## src/rtl/pdio_pkg.sv

```systemverilog
package pdio_pkg;
   typedef enum logic [1:0] {
      PG_OFF = 2'd0,
      PG_POL = 2'd1,
      PG_ENA = 2'd2,
      PG_ID  = 2'd3
   } pdio_page_e;

   localparam int PAGE_BITS = 2;
endpackage

```

## src/rtl/pdio_ctl_reg.sv

```systemverilog
module pdio_ctl_reg
   import pdio_pkg::*;
#(
   parameter int NUM_PORTS = 6,
   parameter int DATA_W    = 8
) (
   input  logic                 clk,
   input  logic                 rst_n,
   input  logic                 ctl_we,
   input  logic [DATA_W-1:0]    wdata,
   output pdio_page_e           page,
   output logic [NUM_PORTS-1:0] lock
);
   localparam int PAGE_LSB = DATA_W - PAGE_BITS;

   always_ff @(posedge clk or negedge rst_n) begin
      if (!rst_n) begin
         page <= PG_OFF;
         lock <= '0;
      end else if (ctl_we) begin
         page <= pdio_page_e'(wdata[PAGE_LSB +: PAGE_BITS]);
         lock <= wdata[NUM_PORTS-1:0];
      end
   end
endmodule

```

## src/rtl/pdio_port_latch.sv

```systemverilog
module pdio_port_latch #(
   parameter int NUM_PORTS = 6,
   parameter int PORT_W    = 8,
   parameter int ADDR_W    = 4
) (
   input  logic                        clk,
   input  logic                        rst_n,
   input  logic                        bus_wr,
   input  logic [ADDR_W-1:0]           bus_addr,
   input  logic [PORT_W-1:0]           wdata,
   input  logic [NUM_PORTS-1:0]        lock,
   output logic [NUM_PORTS*PORT_W-1:0] latch
);
   for (genvar p = 0; p < NUM_PORTS; p++) begin : g_port
      logic [PORT_W-1:0] q;
      logic              hit;

      assign hit = bus_wr && (bus_addr == ADDR_W'(p));

      always_ff @(posedge clk or negedge rst_n) begin
         if (!rst_n)
            q <= '1;
         else if (hit && !lock[p])
            q <= wdata;
      end

      assign latch[p*PORT_W +: PORT_W] = q;

      AST_LOCK_HOLD: assert property (@(posedge clk) disable iff (!rst_n)
         (hit && lock[p]) |=> $stable(q));
   end
endmodule

```

## src/rtl/pdio_sync.sv

```systemverilog
module pdio_sync #(
   parameter int WIDTH  = 48,
   parameter int STAGES = 2
) (
   input  logic             clk,
   input  logic             rst_n,
   input  logic [WIDTH-1:0] d,
   output logic [WIDTH-1:0] q
);
   if (STAGES == 0) begin : g_bypass
      assign q = d;
   end else begin : g_chain
      logic [WIDTH-1:0] st [STAGES];

      always_ff @(posedge clk or negedge rst_n) begin
         if (!rst_n) begin
            for (int i = 0; i < STAGES; i++) st[i] <= '1;
         end else begin
            st[0] <= d;
            for (int i = 1; i < STAGES; i++) st[i] <= st[i-1];
         end
      end

      assign q = st[STAGES-1];
   end
endmodule

```

## src/rtl/pdio_edge_irq.sv

```systemverilog
module pdio_edge_irq
   import pdio_pkg::*;
#(
   parameter int NUM_IRQ_PORTS = 3,
   parameter int PORT_W        = 8
) (
   input  logic                            clk,
   input  logic                            rst_n,
   input  logic [NUM_IRQ_PORTS*PORT_W-1:0] smp,
   input  logic                            bus_wr,
   input  logic [NUM_IRQ_PORTS-1:0]        win_sel,
   input  logic [PORT_W-1:0]               wdata,
   input  pdio_page_e                      page,
   output logic [NUM_IRQ_PORTS*PORT_W-1:0] id,
   output logic [NUM_IRQ_PORTS-1:0]        pend
);
   localparam int CH = NUM_IRQ_PORTS * PORT_W;

   logic [CH-1:0] prev_q, pol_q, en_q, id_q, hit;
   logic          any_clr;

   always_ff @(posedge clk or negedge rst_n) begin
      if (!rst_n) prev_q <= '1;
      else        prev_q <= smp;
   end

   assign hit = en_q & ((pol_q & smp & ~prev_q) | (~pol_q & ~smp & prev_q));

   for (genvar g = 0; g < NUM_IRQ_PORTS; g++) begin : g_bank
      logic [PORT_W-1:0] pol_r, en_r, id_r;
      logic              we;

      assign we = bus_wr && win_sel[g];

      always_ff @(posedge clk or negedge rst_n) begin
         if (!rst_n) begin
            pol_r <= '0;
            en_r  <= '0;
            id_r  <= '0;
         end else begin
            if (we && page == PG_POL) pol_r <= wdata;
            if (we && page == PG_ENA) en_r  <= wdata;
            id_r <= ((we && page == PG_ID) ? (id_r & wdata) : id_r)
                    | hit[g*PORT_W +: PORT_W];
         end
      end

      assign pol_q[g*PORT_W +: PORT_W] = pol_r;
      assign en_q[g*PORT_W +: PORT_W]  = en_r;
      assign id_q[g*PORT_W +: PORT_W]  = id_r;
      assign pend[g] = |id_r;
   end

   assign id      = id_q;
   assign any_clr = bus_wr && (|win_sel) && (page == PG_ID);

   AST_ID_NEEDS_EDGE: assert property (@(posedge clk) disable iff (!rst_n)
      1'b1 |=> ((id_q & ~$past(id_q) & ~$past(hit)) == '0));
   AST_ID_HOLD: assert property (@(posedge clk) disable iff (!rst_n)
      !any_clr |=> (($past(id_q) & ~id_q) == '0));
   AST_EDGE_WINS: assert property (@(posedge clk) disable iff (!rst_n)
      1'b1 |=> (($past(hit) & ~id_q) == '0));
   AST_DISABLED_QUIET: assert property (@(posedge clk) disable iff (!rst_n)
      1'b1 |=> ((id_q & ~$past(id_q) & ~$past(en_q)) == '0));
   AST_PAGE0_INERT: assert property (@(posedge clk) disable iff (!rst_n)
      (bus_wr && page == PG_OFF) |=> ($stable(pol_q) && $stable(en_q)));
endmodule

```

## src/rtl/pdio_edge_ctl.sv

```systemverilog
module pdio_edge_ctl
   import pdio_pkg::*;
#(
   parameter int NUM_PORTS     = 6,
   parameter int PORT_W        = 8,
   parameter int NUM_IRQ_PORTS = 3,
   parameter int ADDR_W        = 4,
   parameter int SYNC_STAGES   = 2
) (
   input  logic                        clk,
   input  logic                        rst_n,
   input  logic [ADDR_W-1:0]           bus_addr,
   input  logic                        bus_wr,
   input  logic [PORT_W-1:0]           bus_wdata,
   output logic [PORT_W-1:0]           bus_rdata,
   input  logic [NUM_PORTS*PORT_W-1:0] pin_in,
   output logic [NUM_PORTS*PORT_W-1:0] pin_out,
   output logic                        irq
);
   localparam int NCH       = NUM_PORTS * PORT_W;
   localparam int IRQ_CH    = NUM_IRQ_PORTS * PORT_W;
   localparam int PEND_ADDR = NUM_PORTS;
   localparam int CTRL_ADDR = NUM_PORTS + 1;
   localparam int WIN_ADDR  = NUM_PORTS + 2;

   initial begin
      AST_CFG_WINDOW: assert (WIN_ADDR + NUM_IRQ_PORTS <= (1 << ADDR_W)) else $error("window exceeds address space");
      AST_CFG_LOCK: assert (NUM_PORTS <= PORT_W - PAGE_BITS) else $error("lock mask overlaps page field");
      AST_CFG_IRQ: assert (NUM_IRQ_PORTS <= NUM_PORTS && NUM_IRQ_PORTS <= PORT_W) else $error("bad interrupt port count");
   end

   pdio_page_e               page;
   logic [NUM_PORTS-1:0]     lock;
   logic [NCH-1:0]           smp;
   logic [IRQ_CH-1:0]        id;
   logic [NUM_IRQ_PORTS-1:0] pend;
   logic [NUM_IRQ_PORTS-1:0] win_sel;
   logic                     ctl_we;

   assign ctl_we = bus_wr && (bus_addr == ADDR_W'(CTRL_ADDR));

   for (genvar i = 0; i < NUM_IRQ_PORTS; i++) begin : g_win
      assign win_sel[i] = (bus_addr == ADDR_W'(WIN_ADDR + i));
   end

   pdio_ctl_reg #(.NUM_PORTS(NUM_PORTS), .DATA_W(PORT_W)) u_ctl (
      .clk(clk), .rst_n(rst_n), .ctl_we(ctl_we), .wdata(bus_wdata),
      .page(page), .lock(lock)
   );

   pdio_port_latch #(.NUM_PORTS(NUM_PORTS), .PORT_W(PORT_W), .ADDR_W(ADDR_W)) u_latch (
      .clk(clk), .rst_n(rst_n), .bus_wr(bus_wr), .bus_addr(bus_addr),
      .wdata(bus_wdata), .lock(lock), .latch(pin_out)
   );

   pdio_sync #(.WIDTH(NCH), .STAGES(SYNC_STAGES)) u_sync (
      .clk(clk), .rst_n(rst_n), .d(pin_in), .q(smp)
   );

   pdio_edge_irq #(.NUM_IRQ_PORTS(NUM_IRQ_PORTS), .PORT_W(PORT_W)) u_edge (
      .clk(clk), .rst_n(rst_n), .smp(smp[IRQ_CH-1:0]), .bus_wr(bus_wr),
      .win_sel(win_sel), .wdata(bus_wdata), .page(page), .id(id), .pend(pend)
   );

   always_comb begin
      bus_rdata = '0;
      for (int p = 0; p < NUM_PORTS; p++)
         if (bus_addr == ADDR_W'(p)) bus_rdata = smp[p*PORT_W +: PORT_W];
      if (bus_addr == ADDR_W'(PEND_ADDR)) bus_rdata = PORT_W'(pend);
      if (page == PG_ID)
         for (int i = 0; i < NUM_IRQ_PORTS; i++)
            if (bus_addr == ADDR_W'(WIN_ADDR + i)) bus_rdata = id[i*PORT_W +: PORT_W];
   end

   assign irq = |pend;
endmodule

```

## config.mk

```make
export PLATFORM = sky130hd
export DESIGN_NAME = pdio_edge_ctl
export DESIGN_NICKNAME = d
export VERILOG_FILES = /design/src/rtl/pdio_pkg.sv /design/src/rtl/pdio_ctl_reg.sv /design/src/rtl/pdio_port_latch.sv /design/src/rtl/pdio_sync.sv /design/src/rtl/pdio_edge_irq.sv /design/src/rtl/pdio_edge_ctl.sv
export SDC_FILE = /design/constraint.sdc
export NUM_CORES = 1
export LEC_CHECK = 0
export BUFFER_PORTS_ARGS = -buffer_cell sky130_fd_sc_hd__buf_2
export CAP_MARGIN = 10
export CORE_MARGIN = 2
export CORE_UTILIZATION = 50
export CTS_BUF_LIST = sky130_fd_sc_hd__clkbuf_8
export DETAILED_ROUTE_END_ITERATION = 6
export PLACE_DENSITY = 0.77
export SLEW_MARGIN = 20
export SYNTH_ARGS = -nofsm -noshare
export SYNTH_HDL_FRONTEND = slang
export SYNTH_SLANG_ARGS = --single-unit
export TNS_END_PERCENT = 30
```

## constraint.sdc

```tcl
create_clock -name clk -period 2.19 [get_ports clk]
set_input_delay 0.219 -clock clk [delete_from_list [all_inputs] [get_ports clk]]
set_output_delay 0.219 -clock clk [all_outputs]
set_load 0.01 [all_outputs]
```

==> results of run 1 <==
[per-layer routing]
layer / routed length [µm] / track usage / vias to the layer above
li1: - / - / 2797
met1: 9030 / 0.286 / 3119
met2: 10700 / 0.377 / 265
met3: 1410 / 0.0458 / 61
met4: 709 / 0.101 / 0
met5: 0 / 0 / -
[placed cells by master (no fill, tap or decap), types with 2 or more instances in the layout]
cell and instances:
mux2_2 92, mux4_2 4, inv_1 18, dfrtp_1 76, o311ai_1 2, mux2i_1 6
dfstp_2 168, nand3_1 9, and3_1 2, a21oi_1 4, clkbuf_8 50, nand2b_1 3
buf_2 118, o22ai_1 5, nor3_4 2, nor4_2 3, a2bb2oi_1 8, a2bb2oi_2 3
nor2b_1 3, o21ai_0 58, nor4_4 2, o2bb2ai_1 6, buf_12 4, or3_1 3
or4_1 2, nand2_1 58, clkinv_2 4, a21oi_2 5, buf_4 23, nand2_2 2
a22oi_2 4, o221ai_2 2, nor2_1 32, bufinv_16 3, dlygate4sd3_1 49, a22oi_1 3
a22o_1 6, dfrtp_2 4, nor3b_1 25, mux2_4 16
[final timing paths]
kind / slack [ns] / to / startpoint
worst max-delay path: 0.02 / bus_rdata[7] / u_ctl.page[1]
worst min-delay path: 0.20 / u_edge.g_bank[1].id_r[0] / bus_wdata[0]
worst max register to register: 0.39 / u_edge.g_bank[1].id_r[7] / u_ctl.page[0]
worst min register to register: 0.35 / u_sync.q[22] / u_sync.g_chain.st[70]
max in group asynchronous: 1.15 / u_sync.q[31] / rst_n
min in group asynchronous: 0.30 / u_edge.g_bank[2].en_r[0] / rst_n
[metrics by stage]
stage	power, W	setup slack, ns	cell area [µm²]	TNS [ns]	hold slack, ns
after floorplan	0.00654	0.507	9530	0	-0.0766
after global placement	0.00711	0.247	10500	0	0.253
after detailed placement	0.00718	0.228	10500	0	0.254
after CTS	0.0114	-0.0217	11900	-0.0222	0.174
after global routing	0.0119	-0.0382	12000	-0.205	0.205
final	0.0114	0.0204	12000	0	0.201
[what timing repair did]
action | in CTS | in global routing
hold buffers | 49 | 0
pin swaps | 0 | 5
gates resized for setup | 15 | 19
hold endpoints to repair | 74 | 0
setup buffers | 2 | 3
endpoints found under the setup margin | 8 | 8
[critical path, cell delays in order, from the launching register on]
cell     delay [ns]
dfrtp_2        0.44
and4b_2        0.28
buf_6          0.16
a22o_1         0.24
a21oi_2        0.16
buf_2          0.16
[logic make-up after synthesis]
kind of cell,count (synthesis)
muxes,118
DFF,248
AOI/OAI and AO/OA,110
and+or+nand+nor,157
buffers and inverters,33
[registers in the layout (all words and copies together), names as in the netlist]
signal / count
u_ctl.lock: 6
u_latch.g_port.q: 48
u_sync.q: 48
u_edge.g_bank.en_r: 24
u_edge.prev_q: 24
u_edge.g_bank.id_r: 24
u_sync.g_chain.st: 48
u_edge.g_bank.pol_r: 24
u_ctl.page: 2
[power groups by stage]
stage               Combinational (W)  Clock, W  Sequential [W]
floorplan                    0.000732         0         0.00581
global placement              0.00132         0         0.00579
detailed placement            0.00137         0         0.00581
CTS                           0.00147   0.00421         0.00575
global route                  0.00164   0.00445         0.00583
finish                        0.00150   0.00411         0.00576
[area by class of cell]
class,count,area [µm²]
fill,1341,6670
multi-input combinational,385,3100
clock inverter,22,166
inverter,3,11.3
sequential,248,6420
tap,234,293
clock buffer,50,688
timing repair buffer,196,1360
==> impl_results.md, run 1 <==
- Mapped Area: 9530 µm²
- Largest net degree at the start of global routing: 79
- Peak supply drop: 675 µV
- Worst-path clk slew: about 0.060 ns
- Synth area leaders: dfstp_2 (46%), dfrtp_1 (21%), mux2_2 (11%)
- Skew-Pair Late Insertion Delay: 0.53 ns
- Power Density: 945 nW/µm²
- P_leak: 5.23 nW
- Hold path depth: 3
- Mux share of post-synthesis cell area: 0.150
- Net Switching: between 0.002 and 0.003 W
- Drt pass-1 iters: 5
- Number of global-route vias before repair: 6540
- RSZ-0062 raised after global routing: true
- Status: finished clean
- Port Buffers: roughly 120
- Final setup fails: 0
- Longest Clk Path Bufs: 3
- Sw frac: 0.244
- Commonest cells post-synth: dfstp_2 (168), mux2_2 (92), dfrtp_1 (80)
- Largest family of logic cells by synthesized area: multiplexers
- Ant. Diodes: 0
- Complex-gate fraction of the synthesized area: 0.0727
- Top cell type's share of synthesized area: 0.463
- Final hold viol count: 0
- First-pass GRT wire length: 34.8 mm
- DRT antenna net count: 0
- Die Ht: approximately 140 µm
- Async set or reset register ratio after synthesis: 1.00
- Distinct cells, synth: 43
- Placer Congestion: 0.926
- Vias: ~6200
- Relative slew slack: 0.581
- Max-cap viol count: 0
- Total CTS buffers: 40
- Max FO, Critical Path: 7
- DP Cell Count: 1012
- Post-synth EDFFs: 0
- Die Wd: 142 µm
- Initial DRC Count: roughly 370
- Logic pwr share: 0.132
- Util after Layout: 0.643
- H-tree level count: 2
- Most frequent cell after synthesis: dfstp_2
- Critical path class: flip-flop to output port
- Drt drc: 0
- Overflow after GRT: 0
- Vias per inst: 5.49
- CP required: 1.97 ns
- Gr usage total: 0.226
- Nets: 937
- Post-Route WL: 21.9 mm
- Synthesized area per cell: 14.3 µm²
- Simple-gate share of the synthesized area: 0.0874
- Adder-cell area share of the yosys netlist: 0
- # IOs: 120
- Initial antenna violation count: 0
- Area leader, netlist: dfstp_2
- Worst-Margin Slew: between 0.6 and 0.7 ns
- Yosys reg bits: 248
- Synth Area in XOR/XNOR: 0
- Final Max Slew Viols: 0
- CTS tree: yes
- Routed wire per std cell: 19.2 µm
- Final std cells w/o fill: 1138
- Yosys Warn Count: 0
- Sink Count: 248
- HPWL Detailed: 13.8 mm
- Sequential fraction of the synthesis area: 0.673
- Clk_skew: 0.0136 ns
- Core area: 18700 µm²
- Initial core utilization: 0.509
- CP Capture Type: output port
- Max Freq: 0.461 GHz
- CTS Root Cell: clkbuf_8
- FP Rows: 50
- Startpoint types: flip-flop
- Clock share of power: 0.361
- Die ar.: 20200 µm²
- Sequential power share: 0.507
- Reg2reg path depth: 6
- Worst Hold Class: primary input to flip-flop
- Syn_nets: between 700 and 800
- Mapped Cells: about 670
- Worst Path Arrival: 1.95 ns
- Dominant synthesized flop cell: dfstp_2
- Layout cell share with drive strength beyond 1: 0.575
- Crit path time final: 2.17 ns
- Power Internal: between 0.008 and 0.009 W
- Area Growth Syn to Fin: 26.3%
- Final worst path period share: 0.991
Note: power is estimated with default switching activity, not from simulation.
==> inputs of run 2 (changes only) <==
--- a/config.mk
+++ b/config.mk
@@ -5,13 +5,15 @@
 export SDC_FILE = /design/constraint.sdc
 export NUM_CORES = 1
 export LEC_CHECK = 0
+export ABC_AREA = 1
 export BUFFER_PORTS_ARGS = -buffer_cell sky130_fd_sc_hd__buf_2
 export CAP_MARGIN = 10
 export CORE_MARGIN = 2
 export CORE_UTILIZATION = 50
 export CTS_BUF_LIST = sky130_fd_sc_hd__clkbuf_8
 export DETAILED_ROUTE_END_ITERATION = 6
-export PLACE_DENSITY = 0.77
+export PLACE_DENSITY = 0.78
+export SETUP_SLACK_MARGIN = 0.02
 export SLEW_MARGIN = 20
 export SYNTH_ARGS = -nofsm -noshare
 export SYNTH_HDL_FRONTEND = slang
==> run 2 against run 1 <==
  * Non-clock buffer count down 2
  * Worst setup slack better by 0.019 ns
  * Fmax up 0.89%
  * Critical path depth up 4
  * Utilization down 0.13 points
  * Clock power down 5.8%
  * Register-to-register slack better by 0.17 ns
  * Synthesized cell count up 30%
  * Flip-flop and latch count unchanged
  * Largest cell class unchanged
==> impl_results.md, run 2 <==
- DRT antenna net count: 0 (unchanged)
- Max FO, Critical Path: 4 (-3)
- FP Rows: 49 (-2.0%)
- Die Ht: 140 µm (-1.2%)
- Final std cells w/o fill: 1340 (+18%)
- Distinct cells, synth: 29 (-33%)
- Peak supply drop: 649 µV (-3.9%)
- Nets: 1142 (+22%)
- Die ar.: 19700 µm² (-2.4%)
- CP required: 1.97 ns (about the same)
- Final hold viol count: 0 (unchanged)
- Worst Hold Class: primary input to flip-flop
- Routed wire per std cell: 18.2 µm (-5.2%)
- Final Total Pwr: 0.0114 W (+0.36%)
- Reg2reg path depth: 5 (-1)
- Total CTS buffers: 40 (unchanged)
- Commonest cells after routing, fill and taps aside: nand2_1 (197), dfstp_2 (168), o21ai_0 (132), buf_2 (118), inv_1 (82)
- Synthesized area per cell: 10.7 µm² (-25%)
- # IOs: 120 (unchanged)
- Yosys Warn Count: 0 (unchanged)
- Mapped Cells: 868 (+30%)
- Worst-path clk slew: 0.06 ns (about the same)
- Largest net degree at the start of global routing: 82 (+3.8%)
- Power Internal: 0.00825 W (-4.0%)
- Gr usage total: 0.254 (+0.0283)
- Max-cap viol count: 0 (unchanged)
- Worst Path Arrival: 1.93 ns (-0.02 ns)
- Startpoint types: flip-flop
- CTS tree: yes
- Syn_nets: 931 (+28%)
- Commonest non-fill, non-tap cell in the layout: nand2_1
- Min Hold Slack: 0.0184 ns (-0.182 ns)
- DP Cell Count: 1210 (+20%)
- Vias: 6955 (+11%)
- Async set or reset register ratio after synthesis: 1.00 (unchanged)
- Commonest cells post-synth: nand2_1 (199), dfstp_2 (168), o21ai_0 (132)
- Top cell type's share of synthesized area: 0.475 (+0.0116)
- Vias per inst: 5.19 (-5.4%)
- Core area: 18100 µm² (-3.3%)
- Sw frac: 0.277 (+0.0332)
- Logic pwr share: 0.141 (+0.009)
- Worst-Margin Slew: 0.676 ns (+0.0475 ns)
- Area leader, netlist: dfstp_2
- Area Growth Syn to Fin: 24.9%
- Mapped Area: 9300 µm² (-2.4%)
- CP Capture Type: output port
- Max Freq: 0.465 GHz (+0.89%)
- Power Density: 983 nW/µm² (+4.0%)
- HPWL Detailed: 16.4 mm (+19%)
- Placer Congestion: 1.02 (+9.8%)
- Skew-Pair Late Insertion Delay: 0.56 ns (+0.03 ns)
- RSZ-0062 raised after global routing: true
- Drt pass-1 iters: 5 (unchanged)
- Drt drc: 0 (unchanged)
- Most frequent cell after synthesis: nand2_1
- Net Switching: 0.00316 W (+14%)
- Sink Count: 248 (unchanged)
- Clock share of power: 0.339 (-0.022)
- Longest Clk Path Bufs: 3 (unchanged)
- Final worst path period share: 0.982 (-0.00878)
- Layout cell share with drive strength beyond 1: 0.358 (-0.218)
- P_leak: 5.35 nW (+2.4%)
- Relative slew slack: 0.549 (-0.0322)
- Initial DRC Count: 588 (+59%)
- CTS Root Cell: clkbuf_8
- Die Wd: 140 µm (-1.2%)
- Overflow after GRT: 0 (unchanged)
- Crit path time final: 2.15 ns (-0.0192 ns)
- Initial core utilization: 0.514 (+0.00458)
- First-pass GRT wire length: 38.3 mm (+10%)
- Port Buffers: 119 (unchanged)
- Initial antenna violation count: 1 (+1)
- Final setup fails: 0 (unchanged)
- Hold path depth: 3 (unchanged)
- Sequential fraction of the synthesis area: 0.690 (+0.0169)
- Clk_skew: 0.0321 ns (+0.0185 ns)
- Synth area leaders: dfstp_2 (47%), dfrtp_1 (22%), nand2_1 (8.0%)
- Critical path class: flip-flop to output port
- Top flop regs: u_latch.g_port.q: 48 flops, u_sync.g_chain.st: 48 flops, u_sync.q: 48 flops
- Final Max Slew Viols: 0 (unchanged)
- Sequential power share: 0.520 (+0.013)
- Post-Route WL: 24.4 mm (+12%)
- Status: finished clean
- Post-synth EDFFs: 0 (unchanged)
- Yosys reg bits: 248 (unchanged)
- Number of global-route vias before repair: 7042 (+7.7%)
- H-tree level count: 2 (unchanged)
- Dominant synthesized flop cell: dfstp_2
## run 2: final timing paths
| kind | start | endpoint | slack, ns |
|---|---|---|---|
| max | u_sync.q[19] | bus_rdata[3] | 0.04 |
| min reg2reg | u_sync.g_chain.st[61] | u_sync.q[13] | 0.35 |
| min | bus_wdata[6] | u_ctl.page[0] | 0.02 |
| min in group asynchronous | rst_n | u_edge.g_bank[0].pol_r[6] | 0.26 |
| max reg2reg | u_ctl.page[1] | u_edge.g_bank[0].id_r[7] | 0.56 |
| max in group asynchronous | rst_n | u_sync.g_chain.st[69] | 1.19 |
## run 2: critical path, cell delays in order, from the launching register on
cell	delay, ns
dfstp_2	0.57
inv_1	0.05
nor2_1	0.18
nor2_1	0.09
nand3_1	0.11
nand2_1	0.06
nand3_1	0.06
nand3_1	0.07
nand2_1	0.08
buf_2	0.12
## run 2: layer usage
metal  vias up  global-route usage  share of wire
li1       3261                   -              -
met1      3395               0.338           0.42
met2       250               0.418           0.49
met3        49              0.0578          0.067
met4         0              0.0835          0.026
met5         -                   0              0
## run 2: area by class of cell
type                       instances  area [µm²]
sequential                       248        6420
inverter                          66         248
fill                            1410        6470
clock inverter                    26         145
antenna                            1        2.50
tap                              229         287
clock buffer                      47         647
timing repair buffer             194        1340
multi-input combinational        529        2530
## run 2: cell families after synthesis
logic type | count (synthesis) | share of synthesized area
simple gates | 335 | 0.160
compound gates | 194 | 0.109
flops | 248 | 0.690
buf+inv | 91 | 0.0413
## run 2: what timing repair did
item	CTS	global route
gates resized for setup	3	7
pin swaps	0	4
endpoints found under the hold margin	81	0
hold buffers	53	0
gates cloned	0	0
buffers inserted	0	3
endpoints found under the setup margin	3	8
## run 2: power by group through the flow
stage | clock, W | combinational [W] | sequential, W
4_1_cts | 0.00395 | 0.00160 | 0.00593
3_3_place_gp | 0 | 0.00147 | 0.00596
3_5_place_dp | 0 | 0.00152 | 0.00599
6_report | 0.00387 | 0.00161 | 0.00594
5_1_grt | 0.00418 | 0.00181 | 0.00602
2_1_floorplan | 0 | 0.000734 | 0.00601
## run 2: stage by stage
step | setup TNS, ns | utilization | setup slack [ns] | area, µm²
3_3_place_gp | 0 | 0.566 | 0.256 | 10200
4_1_cts | 0 | 0.639 | 0.0204 | 11600
5_1_grt | -0.211 | 0.642 | -0.0471 | 11600
6_report | 0 | 0.642 | 0.0396 | 11600
2_1_floorplan | 0 | - | 0.723 | 9300
3_5_place_dp | 0 | 0.566 | 0.274 | 10200
==> inputs of run 3 (changes only) <==
--- a/config.mk
+++ b/config.mk
@@ -5,14 +5,14 @@
 export SDC_FILE = /design/constraint.sdc
 export NUM_CORES = 1
 export LEC_CHECK = 0
-export ABC_AREA = 1
+export ABC_AREA = 0
 export BUFFER_PORTS_ARGS = -buffer_cell sky130_fd_sc_hd__buf_2
 export CAP_MARGIN = 10
 export CORE_MARGIN = 2
 export CORE_UTILIZATION = 50
 export CTS_BUF_LIST = sky130_fd_sc_hd__clkbuf_8
 export DETAILED_ROUTE_END_ITERATION = 6
-export PLACE_DENSITY = 0.78
+export PLACE_DENSITY = 0.77
 export SETUP_SLACK_MARGIN = 0.02
 export SLEW_MARGIN = 20
 export SYNTH_ARGS = -nofsm -noshare
==> run 3 against run 2 <==
  * Largest power group unchanged
  * Total power is 0.27% lower
  * Die area increased by 2.4%
  * Routed wire length is 10% lower
  * Largest cell class unchanged
  * Non-clock buffer count increased by 2
==> impl_results.md, run 3 (synthesis gave the netlist of run 1 again) <==
- Overflow after GRT: 0 (unchanged)
- Relative slew slack: 0.581 (+0.0322)
- Status: finished clean
- Max-cap viol count: 0 (unchanged)
- FP Rows: 50 (+2.0%)
- Critical path class: flip-flop to output port
- # IOs: 120 (unchanged)
- Worst Hold Class: primary input to flip-flop
- Commonest cells after routing, fill and taps aside: dfstp_2 (168), buf_2 (118), mux2_2 (92), dfrtp_1 (75)
- First-pass GRT wire length: 34.7 mm (-9.3%)
- Worst stage delay on the critical path: 0.44 ns (-0.13 ns)
- CP top delay family: flip-flops
- Fin area: 12100 µm² (+3.9%)
- Reg2Reg Setup Slack: 0.39 ns (-0.17 ns)
- P_leak: 5.23 nW (-2.2%)
- Max Freq: 0.460 GHz (-1.0%)
- Max stage delay cell, worst path: dfrtp_2
- Peak supply drop: 709 µV (+9.2%)
- Drt drc: 0 (unchanged)
- Die Ht: 142 µm (+1.2%)
- Hold path depth: 3 (unchanged)
- Crit path time final: 2.17 ns (+0.0224 ns)
- Final setup fails: 0 (unchanged)
- CP Capture Type: output port
- HPWL Detailed: 13.8 mm (-16%)
- Skew-Pair Late Insertion Delay: 0.53 ns (-0.03 ns)
- Clock share of power: 0.361 (+0.022)
- Hold Path Origin: bus_wdata[1]
- H-tree level count: 2 (unchanged)
- Reg2Reg Capture Point: u_edge.g_bank[1].id_r[7]
- Placed Area: 10500 µm² (+2.6%)
- Final hold viol count: 0 (unchanged)
- Final worst path period share: 0.992 (+0.0102)
- Vias: 6244 (-10%)
- Util after Layout: 0.645 (+0.00268)
- Largest net degree at the start of global routing: 79 (-3.7%)
- Worst-Margin Slew: 0.629 ns (-0.0475 ns)
- Longest Clk Path Bufs: 3 (unchanged)
- Hold-critical path endpoint: u_edge.g_bank[1].id_r[1]
- Final Max Slew Viols: 0 (unchanged)
- Worst path cell trace: and4b_2, buf_6, a22o_1, a21oi_2, buf_2
- Top flop regs: u_latch.g_port.q: 48 flops, u_sync.g_chain.st: 48 flops, u_sync.q: 48 flops
- Net Switching: 0.00278 W (-12%)
- CTS Root Cell: clkbuf_8
- Worst-path clk slew: 0.06 ns (about the same)
- Max FO, Critical Path: 7 (+3)
- Layout cell share with drive strength beyond 1: 0.580 (+0.222)
- Routed wire per std cell: 19.2 µm (+5.4%)
- Power Density: 944 nW/µm² (-4.0%)
- Sink Count: 248 (unchanged)
- Drt pass-1 iters: 5 (unchanged)
- Startpoint types: flip-flop
- Clk_skew: 0.0136 ns (-0.0185 ns)
- Reg2reg start: u_ctl.page[0]
- Sw frac: 0.244 (-0.0329)
- Power Internal: 0.00860 W (+4.3%)
- Post-Route WL: 21.8 mm (-10%)
- Number of global-route vias before repair: 6523 (-7.4%)
- Initial antenna violation count: 0 (-1)
- Worst Path Arrival: 1.95 ns (+0.02 ns)
- Die Wd: 142 µm (+1.2%)
- Reg2reg path depth: 6 (+1)
- Placer Congestion: 0.926 (-9.0%)
- Total CTS buffers: 40 (unchanged)
- Initial core utilization: 0.509 (-0.00458)
- Ant. Diodes: 0 (-1)
- CP required: 1.97 ns (about the same)
- Nets: 937 (-18%)
- Initial DRC Count: 299 (-49%)
- CTS tree: yes
- Sequential power share: 0.506 (-0.014)
- Port Buffers: 119 (unchanged)
- Vias per inst: 5.49 (+5.7%)
- RSZ-0062 raised after global routing: true
- Commonest non-fill, non-tap cell in the layout: dfstp_2
- Die ar.: 20200 µm² (+2.4%)
- Area Growth Syn to Fin: 26.6%
- Min Hold Slack: 0.200 ns (+0.181 ns)
- Gr usage total: 0.225 (-0.0288)
- DRT antenna net count: 0 (unchanged)
- Core area: 18700 µm² (+3.4%)
- Buffers & Inverters on Critical Path: 2 (unchanged)
- Logic pwr share: 0.133 (-0.008)
- Setup TNS: 0 ns (unchanged)
-- run 3: cell types whose count changed in the layout (fill, tap and decap cells not counted), sizes merged, moves of 16 or more --
cell    delta
nand2    -142
a21oi     -29
o21ai     -82
inv       -70
nand3     -35
mux2     +108
nor2      -28
nor3b     +25
o211ai    -16
-- run 3: per-layer routing --
layer	track usage	vias to the layer above	wire length (µm)
met3	0.0464	63	1260
met5	0	-	0
met1	0.285	3142	9190
met4	0.101	0	769
met2	0.377	247	10600
li1	-	2792	-
-- run 3: worst max-delay path by stage --
stage / from / end / slack, ns / cells past startpoint
floorplan: bus_addr[0] / bus_rdata[0] / 0.51 / 6
global placement: bus_addr[0] / bus_rdata[7] / 0.25 / 6
detailed placement: bus_addr[0] / bus_rdata[7] / 0.23 / 6
CTS: u_edge.g_bank[2].id_r[5] / irq / -0.02 / 4
global route: u_ctl.page[1] / bus_rdata[4] / -0.05 / 5
finish: u_ctl.page[1] / bus_rdata[7] / 0.02 / 5
-- run 3: timing repair --
action / 4_1_cts / 5_1_grt
setup endpoints to repair: 9 / 8
pin swaps: 1 / 6
hold endpoints to repair: 74 / 0
setup buffers: 2 / 3
gates resized for setup: 16 / 23
hold buffers: 49 / 0
-- run 3: power by group through the flow --
stage	clock network (W)	logic, W	registers (W)
2_1_floorplan	0	0.000732	0.00581
3_5_place_dp	0	0.00137	0.00581
5_1_grt	0.00445	0.00165	0.00583
3_3_place_gp	0	0.00132	0.00579
4_1_cts	0.00421	0.00148	0.00575
6_report	0.00411	0.00151	0.00576
-- run 3: cell type report --
class	count	area, µm²
fillers	1339	6640
flip-flops and latches	248	6420
multi-input cells	385	3120
repair buffers	196	1360
clock buffers	50	688
well taps	234	293
clock inverters	22	166
inverters	3	11.3
-- run 3: worst min-delay path, cell delays in order --
cell     delay [ns]
buf_2          0.22
o21ai_0        0.19
nand2_1        0.05
-- run 3: metrics by stage --
stage	instances	total power (W)	worst slack (ns)
final	1138	0.0114	0.0172
after global routing	1138	0.0119	-0.0465
after CTS	1135	0.0114	-0.0217
after detailed placement	1012	0.00718	0.228
after global placement	1012	0.00711	0.247
after floorplan	666	0.00654	0.507
